[src/rtl/pipe3_pkg.sv]
package pipe3_pkg;
  localparam int ILEN = 16;
  localparam int RIDX = 3;
  localparam int NREG = 8;

  localparam logic [3:0] OP_ADD  = 4'd0;
  localparam logic [3:0] OP_SUB  = 4'd1;
  localparam logic [3:0] OP_AND  = 4'd2;
  localparam logic [3:0] OP_OR   = 4'd3;
  localparam logic [3:0] OP_ADDI = 4'd4;
  localparam logic [3:0] OP_LD   = 4'd5;
  localparam logic [3:0] OP_ST   = 4'd6;
  localparam logic [3:0] OP_BEQ  = 4'd7;
  localparam logic [3:0] OP_JMP  = 4'd8;

  typedef enum logic [1:0] {FN_ADD, FN_SUB, FN_AND, FN_OR} alu_fn_e;

  typedef struct packed {
    logic    wr;     // writes a register
    logic    use_a;  // reads [8:6]
    logic    use_b;  // reads a second register
    logic    b_hi;   // second register taken from [11:9]
    logic    imm;    // ALU B input is the immediate
    logic    ld;
    logic    st;
    logic    beq;
    logic    jmp;
    alu_fn_e fn;
  } ctl_t;

  function automatic ctl_t decode(input logic [3:0] op);
    ctl_t c;
    c = '{wr: 1'b0, use_a: 1'b0, use_b: 1'b0, b_hi: 1'b0, imm: 1'b0,
          ld: 1'b0, st: 1'b0, beq: 1'b0, jmp: 1'b0, fn: FN_ADD};
    case (op)
      OP_ADD, OP_SUB, OP_AND, OP_OR: begin
        c.wr = 1'b1; c.use_a = 1'b1; c.use_b = 1'b1;
        c.fn = alu_fn_e'(op[1:0]);
      end
      OP_ADDI: begin c.wr = 1'b1; c.use_a = 1'b1; c.imm = 1'b1; end
      OP_LD:   begin c.wr = 1'b1; c.use_a = 1'b1; c.imm = 1'b1; c.ld = 1'b1; end
      OP_ST:   begin c.use_a = 1'b1; c.use_b = 1'b1; c.b_hi = 1'b1; c.imm = 1'b1; c.st = 1'b1; end
      OP_BEQ:  begin c.use_a = 1'b1; c.use_b = 1'b1; c.b_hi = 1'b1; c.beq = 1'b1; end
      OP_JMP:  c.jmp = 1'b1;
      default: ;
    endcase
    return c;
  endfunction
endpackage

[src/rtl/pipe3_regfile.sv]
module pipe3_regfile #(
  parameter int DATA_W = 16,
  parameter int NREG   = 8,
  localparam int AW    = $clog2(NREG)
) (
  input  logic              clk,
  input  logic              we,
  input  logic [AW-1:0]     wa,
  input  logic [DATA_W-1:0] wd,
  input  logic [AW-1:0]     ra,
  input  logic [AW-1:0]     rb,
  output logic [DATA_W-1:0] da,
  output logic [DATA_W-1:0] db
);
  logic [DATA_W-1:0] cells [NREG];

  always_ff @(posedge clk) begin
    if (we && wa != '0) cells[wa] <= wd;
  end

  always_comb begin
    da = (ra == '0) ? '0 : cells[ra];
    db = (rb == '0) ? '0 : cells[rb];
  end
endmodule

[src/rtl/pipe3_alu.sv]
module pipe3_alu
  import pipe3_pkg::*;
#(
  parameter int DATA_W = 16
) (
  input  alu_fn_e           fn,
  input  logic [DATA_W-1:0] a,
  input  logic [DATA_W-1:0] b,
  output logic [DATA_W-1:0] y
);
  always_comb begin
    case (fn)
      FN_SUB:  y = a - b;
      FN_AND:  y = a & b;
      FN_OR:   y = a | b;
      default: y = a + b;
    endcase
  end
endmodule

[src/rtl/pipe3_operands.sv]
module pipe3_operands #(
  parameter int DATA_W = 16,
  parameter int AW     = 3
) (
  input  logic              clk,
  input  logic              rst_i,
  input  logic              e_valid,
  input  logic              use_a,
  input  logic              use_b,
  input  logic [AW-1:0]     src_a,
  input  logic [AW-1:0]     src_b,
  input  logic              m_wb,
  input  logic              m_ld,
  input  logic [AW-1:0]     m_rd,
  input  logic [DATA_W-1:0] m_val,
  input  logic [DATA_W-1:0] rf_a,
  input  logic [DATA_W-1:0] rf_b,
  output logic [DATA_W-1:0] opa,
  output logic [DATA_W-1:0] opb,
  output logic              stall
);
  logic hit_a, hit_b;

  always_comb begin
    hit_a = m_wb && (m_rd != '0) && (m_rd == src_a);
    hit_b = m_wb && (m_rd != '0) && (m_rd == src_b);
    stall = e_valid && m_ld && ((use_a && hit_a) || (use_b && hit_b));
    opa   = (hit_a && !m_ld) ? m_val : rf_a;
    opb   = (hit_b && !m_ld) ? m_val : rf_b;
  end


  zero_src_chk: assert property (@(posedge clk) disable iff (!rst_i)
    (e_valid && src_a == '0) |-> (opa == '0));
endmodule

[src/rtl/pipe3_core.sv]
module pipe3_core
  import pipe3_pkg::*;
#(
  parameter int DATA_W = 16,
  parameter int PC_W   = 8,
  parameter int DA_W   = 6
) (
  input  logic              clk,
  input  logic              rst_n,
  output logic [PC_W-1:0]   imem_addr,
  input  logic [ILEN-1:0]   imem_rdata,
  output logic [DA_W-1:0]   dmem_addr,
  output logic              dmem_we,
  output logic [DATA_W-1:0] dmem_wdata,
  input  logic [DATA_W-1:0] dmem_rdata
);
  localparam int IMM_W = 6;

  // reset: asserted at once, released on the clock
  logic [1:0] rst_sync;
  logic       rst_i;
  always_ff @(posedge clk or negedge rst_n) begin
    if (!rst_n) rst_sync <= 2'b00;
    else        rst_sync <= {rst_sync[0], 1'b1};
  end
  assign rst_i = rst_sync[1];

  // fetch / execute state
  logic [PC_W-1:0] pc_f, pc_f_n, pc_e, pc_e_n;
  logic            e_valid;
  // memory-phase state
  logic              m_wb, m_wb_n, m_ld, m_ld_n;
  logic [RIDX-1:0]   m_rd, m_rd_n;
  logic [DATA_W-1:0] m_val, m_val_n;

  ctl_t              ctl;
  logic [RIDX-1:0]   f_rd, f_rs, f_rt, src_b;
  logic [IMM_W-1:0]  f_imm;
  logic [DATA_W-1:0] imm_x, rf_a, rf_b, opa, opb, alu_b, alu_y, wb_data;
  logic [PC_W-1:0]   imm_pc, target;
  logic              stall, fire, taken;

  always_comb begin
    ctl    = decode(imem_rdata[15:12]);
    f_rd   = imem_rdata[11:9];
    f_rs   = imem_rdata[8:6];
    f_rt   = imem_rdata[5:3];
    f_imm  = imem_rdata[5:0];
    src_b  = ctl.b_hi ? f_rd : f_rt;
    imm_x  = {{(DATA_W-IMM_W){f_imm[IMM_W-1]}}, f_imm};
    imm_pc = {{(PC_W-IMM_W){f_imm[IMM_W-1]}}, f_imm};
  end

  pipe3_regfile #(.DATA_W(DATA_W), .NREG(NREG)) u_rf (
    .clk(clk), .we(m_wb), .wa(m_rd), .wd(wb_data),
    .ra(f_rs), .rb(src_b), .da(rf_a), .db(rf_b));

  pipe3_operands #(.DATA_W(DATA_W), .AW(RIDX)) u_opnd (
    .clk(clk), .rst_i(rst_i), .e_valid(e_valid),
    .use_a(ctl.use_a), .use_b(ctl.use_b), .src_a(f_rs), .src_b(src_b),
    .m_wb(m_wb), .m_ld(m_ld), .m_rd(m_rd), .m_val(m_val),
    .rf_a(rf_a), .rf_b(rf_b), .opa(opa), .opb(opb), .stall(stall));

  assign alu_b = ctl.imm ? imm_x : opb;

  pipe3_alu #(.DATA_W(DATA_W)) u_alu (.fn(ctl.fn), .a(opa), .b(alu_b), .y(alu_y));

  // execute-phase control and next state
  always_comb begin
    fire   = e_valid && !stall;
    taken  = fire && (ctl.jmp || (ctl.beq && (opa == opb)));
    target = ctl.jmp ? imem_rdata[PC_W-1:0] : pc_e + imm_pc;
    imem_addr = stall ? pc_e : pc_f;
    pc_e_n = imem_addr;
    if (stall)      pc_f_n = pc_f;
    else if (taken) pc_f_n = target;
    else            pc_f_n = pc_f + 1'b1;
    m_wb_n  = fire && ctl.wr && (f_rd != '0);
    m_ld_n  = ctl.ld;
    m_rd_n  = f_rd;
    m_val_n = alu_y;
    dmem_addr  = alu_y[DA_W-1:0];
    dmem_wdata = opb;
    dmem_we    = fire && ctl.st;
    wb_data    = m_ld ? dmem_rdata : m_val;
  end

  always_ff @(posedge clk or negedge rst_i) begin
    if (!rst_i) begin
      pc_f    <= '0;
      pc_e    <= '0;
      e_valid <= 1'b0;
      m_wb    <= 1'b0;
      m_ld    <= 1'b0;
      m_rd    <= '0;
    end else begin
      pc_f    <= pc_f_n;
      pc_e    <= pc_e_n;
      e_valid <= 1'b1;
      m_wb    <= m_wb_n;
      m_ld    <= m_ld_n;
      m_rd    <= m_rd_n;
    end
  end

  always_ff @(posedge clk) begin
    if (fire) m_val <= m_val_n;
  end


  stall_once_chk: assert property (@(posedge clk) disable iff (!rst_i)
    stall |=> !stall);

  stall_refetch_chk: assert property (@(posedge clk) disable iff (!rst_i)
    stall |=> (pc_e == $past(pc_e)));

  slot_runs_chk: assert property (@(posedge clk) disable iff (!rst_i)
    taken |=> (pc_e == PC_W'($past(pc_e) + 1'b1)));

  redirect_chk: assert property (@(posedge clk) disable iff (!rst_i)
    taken |=> (stall || imem_addr == $past(target)));

  store_bubble_chk: assert property (@(posedge clk) disable iff (!rst_i)
    stall |-> !dmem_we);
endmodule

[config.mk]
export PLATFORM = sky130hd
export DESIGN_NAME = pipe3_core
export DESIGN_NICKNAME = d
export VERILOG_FILES = /design/src/rtl/pipe3_pkg.sv /design/src/rtl/pipe3_regfile.sv /design/src/rtl/pipe3_alu.sv /design/src/rtl/pipe3_operands.sv /design/src/rtl/pipe3_core.sv
export SDC_FILE = /design/constraint.sdc
export NUM_CORES = 1
export LEC_CHECK = 0
export CORE_MARGIN = 2
export CORE_UTILIZATION = 45
export CTS_BUF_LIST = sky130_fd_sc_hd__clkbuf_4 sky130_fd_sc_hd__clkbuf_8 sky130_fd_sc_hd__clkbuf_16
export CTS_CLUSTER_DIAMETER = 50
export DETAILED_ROUTE_END_ITERATION = 10
export PLACE_DENSITY_LB_ADDON = 0.25
export SLEW_MARGIN = 20
export SYNTH_ARGS = -nofsm -noshare
export SYNTH_HDL_FRONTEND = slang
export SYNTH_HIERARCHICAL = 1
export SYNTH_SLANG_ARGS = --single-unit
[constraint.sdc]
create_clock -name clk -period 7.1 [get_ports clk]
set_input_delay 1.42 -clock clk [delete_from_list [all_inputs] [get_ports clk]]
set_output_delay 1.42 -clock clk [all_outputs]
set_load 0.02 [all_outputs]
# Yosys cells after proc, flatten, opt, wreduce, memory -nomap -nowiden
# Memories as Yosys holds them, arrays and structs flattened.
# Index checks and enable logic that the tools add are counted.
[word_totals]
output_inout_bits = 31
input_bits = 34
memories = 1
mem_bits_rw = 128
elab_cells = 82
register_bits = 40
mem_bits_ro = 0
latchBits = 0
[mem_list]
columns = ["name", "depth", "width", "rd", "rd_ports_with_merged_regs", "wr", "line", "rtl"]
rows = [
  ["u_rf.cells", 8, 16, 2, 0, 1, "pipe3_regfile.sv:15", "logic [DATA_W-1:0] cells [NREG];"],
]
[op_classes]
n_bitwise = 2
order_cmp = 0
n_reduce_logical = 30
n_shift = 0
eq_ne = 14
div = 0
mul = 0
n_mux = 23
n_addsub = 4
[ops]
columns = ["cell", "n"]
rows = [
  ["two-way mux 16 bit", 6],
  ["one-hot mux 16 bit (3 select lines)", 1],
  ["two-way mux 8 bit", 3],
  ["adder 16 bit", 1],
  ["AND 16 bit", 1],
  ["== test 16 bit", 1],
  ["== test 4 x 3 -> 1 bit (second input constant)", 4],
  ["bitwise OR 16 bit", 1],
  ["subtractor 16 bit", 1],
  ["logical AND 1 bit", 15],
  ["OR reduction 6 bit", 2],
  ["two-way mux 1 bit", 11],
  ["adder 8 x 1 -> 8 bit (second input constant)", 1],
  ["adder 8 bit", 1],
  ["== test 4 x 2 -> 1 bit (second input constant)", 2],
  ["OR reduction 8 bit", 1],
  ["== test 3 bit", 2],
  ["zero test 3 bit", 2],
  ["nonzero test 3 bit", 2],
  ["== test 2 bit (second input constant)", 2],
  ["== test 4 x 1 -> 1 bit (second input constant)", 1],
  ["== test 4 bit (second input constant)", 1],
  ["zero test 4 bit", 1],
  ["OR reduction 4 bit", 1],
  ["7 further kinds", 9],
]

# Logic depth before layout (Yosys ltp)
# Gate-level depths: netlist (run 1).
[depth]
word_depth = 13
depth_mapped = 25
ltp_nobuf = 23

# Hierarchy
# The synthesis (run 1) kept the hierarchy.
[modules_own_cells]
columns = ["mod", "instances", "area_per_inst_um2", "seq_area_each_um2", "cells_each"]
rows = [
  ["pipe3_regfile", 1, 5619.1, 3363.2, 342],
  ["pipe3_core", 1, 2519.9, 1081.0, 235],
  ["pipe3_alu", 1, 1395.1, 0.0, 203],
  ["pipe3_operands", 1, 608.1, 0.0, 49],
]

# Worst setup path before layout (run 1)
# Ideal clock, no wire load.
[synth_timing]
kind = "input port to output port"
from = "in imem_rdata[15]"
to = "out dmem_addr[5]"
path_slack_ns = 0.370
required_ns = 5.680
n_path_buf = 1
arrival_ns = 5.310
cell_stages = 19
path_cell_list = "and2b_4 nand2_1 mux2_2 buf_6 mux2_2 a221oi_1 a311oi_1 mux2_2 mux2_2 inv_1 ha_1 a21oi_1 xnor2_1 ha_1 nand2_1 a211oi_1 nor2_1 xor2_1 o21ai_0"
[synth_via]
word_cells_on_any_way = 31
classes_between = "add/sub (2); eq/ne (11); mux (8); bitwise (2); reduce/logical (7); memory (1)"
[synth_rtl]
columns = ["item", "line", "rtl"]
rows = [
  ["from (decl)", "pipe3_core.sv:11", "input logic [ILEN-1:0] imem_rdata,"],
  ["== test 4 x 3 -> 1 bit", "pipe3_pkg.sv:35", "case (op)"],
  ["OR reduction 2 bit (no source line) *", "--", ""],
  ["two-way mux 1 bit *", "pipe3_pkg.sv:35", ""],
  ["two-way mux 3 bit *", "pipe3_core.sv:49", "src_b = ctl.b_hi ? f_rd : f_rt;"],
  ["net src_b[0]", "pipe3_core.sv:37", "logic [RIDX-1:0] f_rd, f_rs, f_rt, src_b;"],
  ["memory (8 x 16 bit) / zero test 3 bit (equally long branches)", "--", ""],
  ["two-way mux 16 bit *", "pipe3_regfile.sv:23", "db = (rb == '0) ? '0 : cells[rb];"],
  ["net rf_b[0]", "pipe3_core.sv:39", "logic [DATA_W-1:0] imm_x, rf_a, rf_b, opa, opb, alu_b, alu_y, wb_data;"],
  ["two-way mux 16 bit *", "pipe3_operands.sv:29", "opb = (hit_b && !m_ld) ? m_val : rf_b;"],
  ["net dmem_wdata[0]", "pipe3_core.sv:14", "output logic [DATA_W-1:0] dmem_wdata,"],
  ["two-way mux 16 bit *", "pipe3_core.sv:64", "assign alu_b = ctl.imm ? imm_x : opb;"],
  ["net alu_b[0]", "pipe3_core.sv:39", ""],
  ["adder 16 bit / subtractor 16 bit (equally long branches)", "pipe3_alu.sv:16, pipe3_alu.sv:13", ""],
  ["one-hot mux 16 bit (3 select lines) *", "pipe3_alu.sv:12", "case (fn)"],
  ["to (decl)", "pipe3_core.sv:12", "output logic [DA_W-1:0] dmem_addr,"],
]
# Mark *: on every way through the listed nets, which the timed path passes. The rest lies on a longest branch.

# Worst setup path after layout (run 1)
[layout_timing]
from = "in imem_rdata[15]"
to = "out dmem_addr[5]"
[layout_via]
elab_chain_cells = 11
word_cells_on_any_way = 31
classes_between = "add/sub (2); eq/ne (11); mux (8); bitwise (2); reduce/logical (7); memory (1)"
[layout_lines]
columns = ["item", "line"]
rows = [
  ["== test 4 x 3 -> 1 bit", "pipe3_pkg.sv:35"],
  ["OR reduction 2 bit (no source line) *", "--"],
  ["two-way mux 1 bit *", "pipe3_pkg.sv:35"],
  ["two-way mux 3 bit *", "pipe3_core.sv:49"],
  ["net src_b[1]", "pipe3_core.sv:37"],
  ["branches (longest 3 deep; another with memory (8 x 16 bit))", "--"],
  ["two-way mux 16 bit *", "pipe3_operands.sv:29"],
  ["two-way mux 16 bit *", "pipe3_core.sv:64"],
  ["net alu_b[0]", "pipe3_core.sv:39"],
  ["adder 16 bit / subtractor 16 bit (equally long branches)", "pipe3_alu.sv:16, pipe3_alu.sv:13"],
  ["one-hot mux 16 bit (3 select lines) *", "pipe3_alu.sv:12"],
]
# Mark *: on every way through the listed nets, which the timed path passes.

==> results of run 1 <==
-- metrics by stage --
stage	setup WS (ns)	total power, mW	TNS [ns]
after global routing	-0.0395	3.45	-0.0395
after floorplan	0.370	1.95	0
final	0.122	3.28	0
after global placement	-0.381	2.35	-1.17
after detailed placement	-0.541	2.36	-2.00
after CTS	0.0137	3.27	0
-- cells in the mapped netlist, drive strengths merged, types with 3 or more instances --
| cell | number |
|---|---|
| mux2 | 96 |
| xnor2 | 29 |
| nand3 | 11 |
| nand2 | 56 |
| maj3 | 13 |
| nand2b | 11 |
| a21o | 20 |
| o21ai | 32 |
| clkbuf | 19 |
| o21bai | 3 |
| buf | 31 |
| edfxtp | 128 |
| nor2b | 18 |
| a21oi | 26 |
| a221oi | 47 |
| nor3 | 15 |
| ha | 26 |
| mux2i | 52 |
| a311oi | 16 |
| xor2 | 26 |
| o31ai | 6 |
| nor4 | 3 |
| nand4 | 5 |
| and2b | 5 |
| dfrtp | 24 |
| a31oi | 4 |
| a211oi | 21 |
| inv | 18 |
| nor2 | 37 |
-- registers in the layout, summed over array words and instances, names as in the netlist --
register / flops
e_valid: 1
m_ld: 1
m_rd: 3
m_val: 16
m_wb: 1
pc_e: 8
pc_f: 8
rst_sync: 2
u_rf/cells: 112
-- critical path, stage by stage --
cell and delay (ns):
clkdlybuf4s50_1 0.43, and2b_4 0.27, nand2_2 0.07, buf_4 0.15, mux2_4 0.33, buf_4 0.15, xor2_2 0.15, nor3_4 0.23
nand2_4 0.10, mux2_4 0.31, mux2_4 0.30, inv_4 0.08, ha_4 0.13, nor2_1 0.06, xnor2_1 0.17, ha_1 0.34
nor2_1 0.06, a211oi_2 0.26, nor2_2 0.06, xor2_1 0.16, o21ai_1 0.17, buf_4 0.17
-- report_power, final --
group | internal, mW | switching (mW)
sequential | 1.13 | 0.0807
combinational | 0.541 | 0.619
clock | 0.497 | 0.411
-- logic make-up (layout without fill, tap and decap cells) --
| kind of cell | count (synthesis) | after routing | share of synthesized area (%) |
|---|---|---|---|
| other cells | 1 | 2 | 0.0370 |
| compound gates | 187 | 187 | 14.7 |
| buf+inv | 68 | 208 | 4.84 |
| simple gates | 177 | 177 | 9.75 |
| mux | 148 | 148 | 17.3 |
| xor+xnor | 55 | 55 | 4.75 |
| flops | 152 | 152 | 43.8 |
| fa+ha+maj | 41 | 41 | 4.89 |
-- what timing repair did --
action,4_1_cts,5_1_grt
endpoints found under the setup margin,5,7
hold endpoints to repair,0,0
resized for setup,21,26
pin swaps,0,7
buffers inserted,0,4
-- final timing paths --
path | slack, ns | end
hold / removal | 0.35 | rst_sync[1]
setup / recovery | 0.12 | dmem_addr[5]
min in group asynchronous | 0.40 | m_rd[1]
hold reg to reg | 0.35 | rst_sync[1]
max in group asynchronous | 5.84 | rst_sync[1]
setup reg to reg | 2.10 | m_val[12]
-- routing by layer --
metal	up-vias	track usage [%]	part of all wire [%]
met5	-	0	0
met4	0	7.39	2.5
li1	3455	-	-
met3	44	4.62	5.0
met1	3659	29.4	43
met2	224	39.6	49
-- layout make-up --
| class | count | area (um2) | share of cell area, % |
|---|---|---|---|
| Clock inverter | 14 | 154 | 1.27 |
| Multi-Input combinational cell | 610 | 5330 | 44.0 |
| Clock buffer | 17 | 425 | 3.51 |
| Sequential cell | 152 | 4440 | 36.7 |
| Timing Repair Buffer | 159 | 1330 | 11.0 |
| Inverter | 18 | 70.1 | 0.579 |
| Tap cell | 280 | 350 | 2.89 |
==> metrics, run 1 <==
CP Launch Point imem_rdata[15]; ant diodes 0; Tmin final 6.98 ns; Async S/R FF share, synth 15.8%; core area 22000 um2; commonest non-fill, non-tap cells in the layout 128 x edfxtp_1, 96 x buf_4, 58 x clkdlybuf4s50_1; Die ar. 23800 um2; Post-Syn Area 10100 um2; Die X 154 um; Synth top area share 37.9%; H-tree depth 4; Cell Pwr Density 271 nW/um2; clock root cell clkbuf_16; Total GRT Usage 23.1%; Die Ht 154 um; Critical Path RT 5.68 ns; CTS tree built; outcome complete, no violations; Post-Place Cells 1215; Synth area leaders edfxtp_1 38%, mux2_2 6.0%, dfrtp_1 5.9%; Slew @ Worst Pin 0.962 ns; Ys Warns 6; P_leak 4.72 nW; vias in the first global route 7648; Initial Utilization 46.2%; commonest non-fill, non-tap cell in the layout edfxtp_1; Post-route DRC 0; Post-DP Area 11400 um2; Final Util 55.1%; Pre-Repair DR Iteration Count 4; largest net degree at the start of global routing 35; overflow left after global routing 0; post-route clock period utilization 98.3%; CTS sink cnt 152; critical path peak fanout 5; fin cells 1250; DRT antenna net count 0; peak supply drop 188 uV; Synth Register Bits 152; worst reg2reg startpoint m_rd[1]; maximum root-to-sink buffer count 2; routability cong. 0.862; number of enable flip-flop cells after synthesis 128; area leader, netlist edfxtp_1; CP arrival 5.56 ns; drt total wl 26900 um; drt wl/cell 21.6 um; Post-layout nets 1020; worst reg-to-reg path cell count 20; max-slew violations 0; FILL cells 1849; io pins 65; CP Capture Type output pin; crit start category primary input; Buffers on Ports 64; Final Hold Viols 0; Min Hold Slack 0.353 ns; ys flop type edfxtp_1; post-synthesis sequential area ratio 43.8%; DP HPWL 19500 um; mean post-synth cell area 12.2 um2; Finished Cell Area 12100 um2; Area Overhead vs Synth 19.4%; cts hold-fix bufs 0; first-pass GRT wire length 42000 um; DRT iter0 DRCs 543; DR vias 7382; vias per std cell 5.91; setup violators final 0; worst min path class reg2reg; initial antenna violation count 0; Distinct cells, synth 79; Skew-Pair Late Insertion Delay 0.44 ns; Post-Synthesis Cells 829; share of cells above drive strength 1 29.2%; Num CTS Buffers 17; Min-Delay Startpoint rst_sync[0]; CTS clk-pin slew, worst paths 0.06 ns; Hold Path Stages 0; Rows 54; CP Class in2out; Max-cap violations 0; clk_skew 0.00979 ns; Max Freq 0.143 GHz; Worst slew margin 35.9%
(Power assumes the default switching activity.)
==> run 2: changes to the inputs <==
--- a/config.mk
+++ b/config.mk
@@ -5,6 +5,7 @@
 export SDC_FILE = /design/constraint.sdc
 export NUM_CORES = 1
 export LEC_CHECK = 0
+export CORE_ASPECT_RATIO = 0.9
 export CORE_MARGIN = 2
 export CORE_UTILIZATION = 45
 export CTS_BUF_LIST = sky130_fd_sc_hd__clkbuf_4 sky130_fd_sc_hd__clkbuf_8 sky130_fd_sc_hd__clkbuf_16
==> run 2 against run 1 <==
Count of clock-buffer cells in the layout grew 1. Non-clock buffer count is 4 higher. Fmax is 2.3% higher. Wire length grew 0.20%. Power is 0.83% lower. Final cell count increased by 1.8%. Combinational power is essentially flat. Critical path depth decreased by 2. Hold slack better by 0.0014 ns. Sequential power about the same. Critical path type unchanged.
==> metrics, run 2 (synthesized netlist as in run 1, its figures left out) <==
Rows 52 (-3.7%); Critical R2R Capture m_val[12]; Cell Pwr Density 269 nW/um2 (-0.73%); Final Hold Viols 0 (unchanged); ant diodes 0 (unchanged); CP Capture Type output pin; Post-Place Cells 1239 (+2.0%); worst min path class reg2reg; DRT antenna net count 0 (unchanged); Reg area 4440 um2 (unchanged); setup violators final 0 (unchanged); Skew-Pair Late Insertion Delay 0.43 ns (about the same); sw power 1.12 mW (+0.49%); FILL cells 1923 (+4.0%); CP arrival 5.40 ns (-0.16 ns); drt total wl 27000 um (+0.20%); Critical Path RT 5.68 ns (about the same); Tmin final 6.82 ns (-0.157 ns); DR vias 7359 (-0.31%); max-slew violations 0 (unchanged); vias per std cell 5.79 (-2.0%); Pre-Repair DR Iteration Count 5 (+1); overflow left after global routing 0 (unchanged); H-tree depth 4 (unchanged); CTS sink cnt 152 (unchanged); Buffers on Ports 64 (unchanged); Slew @ Worst Pin 0.947 ns (-0.0151 ns); Die Ht 146 um (-5.0%); worst reg-to-reg path cell count 20 (unchanged); CP Launch Point imem_rdata[15]; fin cells 1272 (+1.8%); cts hold-fix bufs 0 (unchanged); Seq pwr share 37.3% (+0.4 points); peak supply drop 175 uV (-6.9%); Top Registers u_rf/cells: 112 flops, m_val: 16 flops; largest net degree at the start of global routing 35 (unchanged); internal power 2.13 mW (-1.5%); maximum root-to-sink buffer count 2 (unchanged); post-route clock period utilization 96.1% (-2.2 points); critical path peak fanout 4 (-1); Critical Path End dmem_addr[5]; vias in the first global route 7489 (-2.1%); initial antenna violation count 0 (unchanged); Total GRT Usage 23.4% (+0.37 points); Finished Cell Area 12100 um2 (about the same); Die ar. 23800 um2 (about the same); clock root cell clkbuf_16; io pins 65 (unchanged); first-pass GRT wire length 42400 um (+0.96%); commonest non-fill, non-tap cells in the layout 128 x edfxtp_1, 100 x buf_4, 58 x clkdlybuf4s50_1; Worst slew margin 36.9% (+1.0 points); max reg flops 112 (unchanged); Post-layout nets 1024 (+0.39%); clk_skew 0.0136 ns (+0.00376 ns); Max-cap violations 0 (unchanged); CP Class in2out; outcome complete, no violations; Final Util 54.2% (-0.93 points); DP HPWL 19800 um (+1.6%); core area 22300 um2 (+1.6%); crit start category primary input; unrepaired setup endpoints after global routing no; Worst Setup Slack, final 0.279 ns (+0.157 ns); Max Freq 0.147 GHz (+2.3%); Sw Ratio 34.3% (+0.45 points); share of cells above drive strength 1 29.0% (-0.15 points); CTS clk-pin slew, worst paths 0.07 ns (about the same); Num CTS Buffers 17 (unchanged); Comb pwr share 35.5% (about the same); routability cong. 0.903 (+4.8%); Post-DP Area 11500 um2 (+0.65%); CTS tree built; Total Power 3.25 mW (-0.83%); Multi-input gate area 5280 um2 (-0.92%); P_leak 4.72 nW (about the same); DRT iter0 DRCs 591 (+8.8%); Post-route DRC 0 (unchanged); Largest Register u_rf/cells; Die X 162 um (+5.3%); reg2reg setup slack 2.08 ns (-0.02 ns); worst reg2reg startpoint m_rd[1]; Area Overhead vs Synth 19.2% (about the same); commonest non-fill, non-tap cell in the layout edfxtp_1; dpl ws -0.476 ns (+0.0647 ns); drt wl/cell 21.2 um (-1.5%); Initial Utilization 45.4% (-0.74 points); clock network power share 27.2% (-0.5 points)
-- run 2: changes by cell type in the layout (fill, tap and decap cells not counted), sizes merged --
cell         delta
buf             +4
bufinv          -1
clkinv          +3
dlygate4sd2     +1
clkinvlp        -2
-- run 2: worst min-delay path by stage --
stage / start / endpoint / slack, ns / cells past startpoint
finish: rst_sync[0] / rst_sync[1] / 0.35 / 0
global placement: rst_sync[0] / rst_sync[1] / 0.34 / 0
global route: rst_sync[0] / rst_sync[1] / 0.38 / 0
detailed placement: rst_sync[0] / rst_sync[1] / 0.34 / 0
CTS: rst_sync[0] / rst_sync[1] / 0.36 / 0
floorplan: rst_sync[1] / e_valid / 0.28 / 0
-- run 2: cell type report --
class	instances	area share, %
inverters	18	0.559
clock inverters	14	1.09
well taps	297	3.07
multi-input cells	610	43.7
repair buffers	163	11.3
flip-flops and latches	152	36.7
clock buffers	18	3.58
-- run 2: what timing repair did --
item,in CTS,in global routing
pin swaps,0,4
gates resized for setup,18,16
setup endpoints to repair,5,4
buffers inserted,0,1
-- run 2: stage by stage --
step	hold slack, ns	setup TNS, ns
2_1_floorplan	0.280	0
3_3_place_gp	0.339	-0.899
3_5_place_dp	0.338	-1.24
4_1_cts	0.359	0
5_1_grt	0.380	0
6_report	0.354	0
-- run 2: critical path: stages --
cell,delay (ns)
clkdlybuf4s50_1,0.47
and2b_4,0.19
nand2_2,0.09
mux2_2,0.39
nand2b_2,0.25
a211oi_1,0.25
a311oi_1,0.08
mux2_2,0.30
mux2_2,0.31
inv_1,0.08
ha_1,0.19
nor2_1,0.07
xnor2_1,0.12
ha_1,0.34
nor2_1,0.06
a211oi_2,0.25
nor2_1,0.08
xor2_1,0.17
o21ai_2,0.13
buf_4,0.16
-- run 2: layer usage --
layer  vias to the layer above  global-route usage [%]  wire, um
met1                      3642                    32.5     12100
met3                        29                    4.40      1500
li1                       3464                       -         -
met2                       224                    38.1     12800
met4                         0                    5.84       524
met5                         -                       0         0
-- run 2: power groups by stage --
stage | Clock, mW | Sequential (mW) | Combinational, mW
2_1_floorplan | 0 | 1.19 | 0.754
3_3_place_gp | 0 | 1.23 | 1.13
3_5_place_dp | 0 | 1.23 | 1.15
4_1_cts | 0.895 | 1.21 | 1.14
5_1_grt | 0.930 | 1.23 | 1.27
6_report | 0.885 | 1.21 | 1.15
==> run 3: changes to the inputs <==
--- a/config.mk
+++ b/config.mk
@@ -17,3 +17,4 @@
 export SYNTH_HDL_FRONTEND = slang
 export SYNTH_HIERARCHICAL = 1
 export SYNTH_SLANG_ARGS = --single-unit
+export TNS_END_PERCENT = 1
==> run 3 against run 2 <==
Global-route usage about the same. Utilization is essentially flat. Clock power barely moved. Hold slack hardly changed. Die area did not move. Power about the same. Critical path depth decreased by 2. Final cell count unchanged. Combinational power is essentially flat. Via count is 0.27% higher. Setup slack got worse by 0.029 ns. Largest cell class unchanged.
==> metrics, run 3 (synthesized netlist as in run 1, its figures left out) <==
DR vias 7379 (+0.27%); setup violators final 0 (unchanged); overflow left after global routing 0 (unchanged); vias per std cell 5.80 (+0.27%); vias in the first global route 7482 (-0.093%); Hold Path Stages 0 (unchanged); crit start category primary input; Multi-input gate area 5280 um2 (about the same); Worst slew margin 35.9% (-0.93 points); Critical Path RT 5.68 ns (about the same); CP Capture Type output pin; Finished Cell Area 12100 um2 (about the same); DRT antenna net count 0 (unchanged); Pre-Repair DR Iteration Count 5 (unchanged); peak supply drop 175 uV (about the same); Initial Utilization 45.4% (unchanged); CP Depth 18 (-10%); CP arrival 5.43 ns (+0.03 ns); setup TNS 0 ns (unchanged); worst reg-to-reg path cell count 20 (unchanged); routability cong. 0.903 (unchanged); ant diodes 0 (unchanged); drt total wl 26900 um (-0.29%); DRT iter0 DRCs 628 (+6.3%); max reg flops 112 (unchanged); Skew-Pair Late Insertion Delay 0.44 ns (about the same); Tmin final 6.85 ns (+0.0294 ns); cts hold-fix bufs 0 (unchanged); P_leak 4.73 nW (+0.17%); Die X 162 um (unchanged); CP max-delay cell clkdlybuf4s50_1; Total GRT Usage 23.4% (about the same); outcome complete, no violations; post-route clock period utilization 96.5% (+0.41 points); Die Ht 146 um (unchanged); Post-route DRC 0 (unchanged); unrepaired setup endpoints after global routing yes; cell repeated most along the worst path mux2_2; drt wl/cell 21.2 um (-0.29%); initial antenna violation count 0 (unchanged); Final Hold Viols 0 (unchanged); Num CTS Buffers 17 (unchanged); Crit path largest cell delay 0.47 ns (about the same); clk_skew 0.0135 ns (-0.0000759 ns); max-slew violations 0 (unchanged); Max-cap violations 0 (unchanged); share of cells above drive strength 1 28.9% (-0.10 points); CTS sink cnt 152 (unchanged); CTS clk-pin slew, worst paths 0.07 ns (about the same); Area Overhead vs Synth 19.3% (about the same); commonest non-fill, non-tap cell in the layout edfxtp_1; Final Util 54.2% (about the same); Max Freq 0.146 GHz (-0.43%); largest net degree at the start of global routing 35 (unchanged); core area 22300 um2 (unchanged); maximum root-to-sink buffer count 2 (unchanged); worst min path class reg2reg; Post-DP Area 11500 um2 (unchanged); H-tree depth 4 (unchanged); Largest Register u_rf/cells; CP bufs+invs 4 (+1); fin cells 1272 (unchanged); clock root cell clkbuf_16; Rows 52 (unchanged); first-pass GRT wire length 42400 um (about the same); critical path peak fanout 4 (unchanged); Top Registers u_rf/cells: 112 flops, m_val: 16 flops; Post-Place Cells 1239 (unchanged); Post-layout nets 1024 (unchanged); CP top delay family buffers and inverters; commonest non-fill, non-tap cells in the layout 128 x edfxtp_1, 100 x buf_4, 58 x clkdlybuf4s50_1; CTS tree built; io pins 65 (unchanged); Buffers on Ports 64 (unchanged); CP Class in2out; Reg area 4440 um2 (unchanged); DP HPWL 19800 um (unchanged); Slew @ Worst Pin 0.961 ns (+0.0139 ns); Die ar. 23800 um2 (unchanged); Total Power 3.25 mW (about the same); Cell Pwr Density 269 nW/um2 (about the same); FILL cells 1924 (+0.052%); CP Cell Sequence clkdlybuf4s50_1 > and2b_4 > nand2_1 > mux2_2 > nand2b_2 > a211oi_1 > a311oi_1 > mux2_2 > mux2_2 > inv_1 > ha_1 > nor2_1 > xnor2_1 > ha_1 > buf_4 > xnor2_1 > o21ai_0 > dlygate4sd2_1
[run 3: changes by cell type in the layout (fill, tap and decap cells not counted), sizes merged]
cell,before,now
dlymetal6s2s,0,1
dlygate4sd2,2,1
buf,103,101
clkbuf,18,20
[run 3: layer usage]
metal	GRT usage, %	share of wire (%)	vias to the layer above
met4	5.84	1.8	0
li1	-	-	3468
met3	4.40	5.8	27
met1	32.5	45	3656
met2	38.1	48	228
met5	0	0	-
[run 3: area by class of cell]
| cell class | count | area share [%] |
|---|---|---|
| tap | 297 | 3.07 |
| clock buffer | 18 | 3.58 |
| timing repair buffer | 163 | 11.3 |
| multi-input combinational | 610 | 43.7 |
| inverter | 18 | 0.559 |
| clock inverter | 14 | 1.09 |
| sequential | 152 | 36.7 |
[run 3: path summary, 6_finish.rpt]
kind | startpoint | endpoint | slack [ns]
min in group asynchronous | rst_sync[1] | pc_e[1] | 0.40
max in group asynchronous | rst_n | rst_sync[1] | 5.84
setup / recovery | imem_rdata[15] | dmem_addr[2] | 0.25
hold / removal | rst_sync[0] | rst_sync[1] | 0.35
setup reg to reg | m_rd[1] | m_val[12] | 2.08
hold reg to reg | rst_sync[0] | rst_sync[1] | 0.35
[run 3: report_power, final]
group          switching (mW)  internal [mW]
sequential             0.0839           1.13
combinational           0.615          0.538
clock                   0.415          0.468
[run 3: worst reg2reg max path: stages (launching register included)]
cell     delay (ns)
dfrtp_1        0.47
o31ai_1        0.51
nor2_2         0.13
nand2_4        0.14
buf_4          0.13
buf_4          0.24
mux2_4         0.33
a21o_1         0.18
buf_4          0.15
nor4_1         0.27
nand2_1        0.16
o31ai_1        0.26
xor2_1         0.19
ha_1           0.26
and2_1         0.18
and3_1         0.18
a31o_2         0.23
a21oi_1        0.26
o21ai_0        0.15
xnor2_1        0.25
o21ai_0        0.11
[run 3: repair_timing]
action                     in CTS  in global routing
gates resized for setup        12                 19
buffers inserted                0                  1
setup endpoints to repair       5                  5
pin swaps                       0                  2
[run 3: stage by stage]
step / worst slack, ns / hold slack [ns]
after floorplan: 0.370 / 0.280
after global placement: -0.363 / 0.339
after detailed placement: -0.476 / 0.338
after CTS: -0.00264 / 0.359
after global routing: -0.00387 / 0.380
final: 0.249 / 0.354
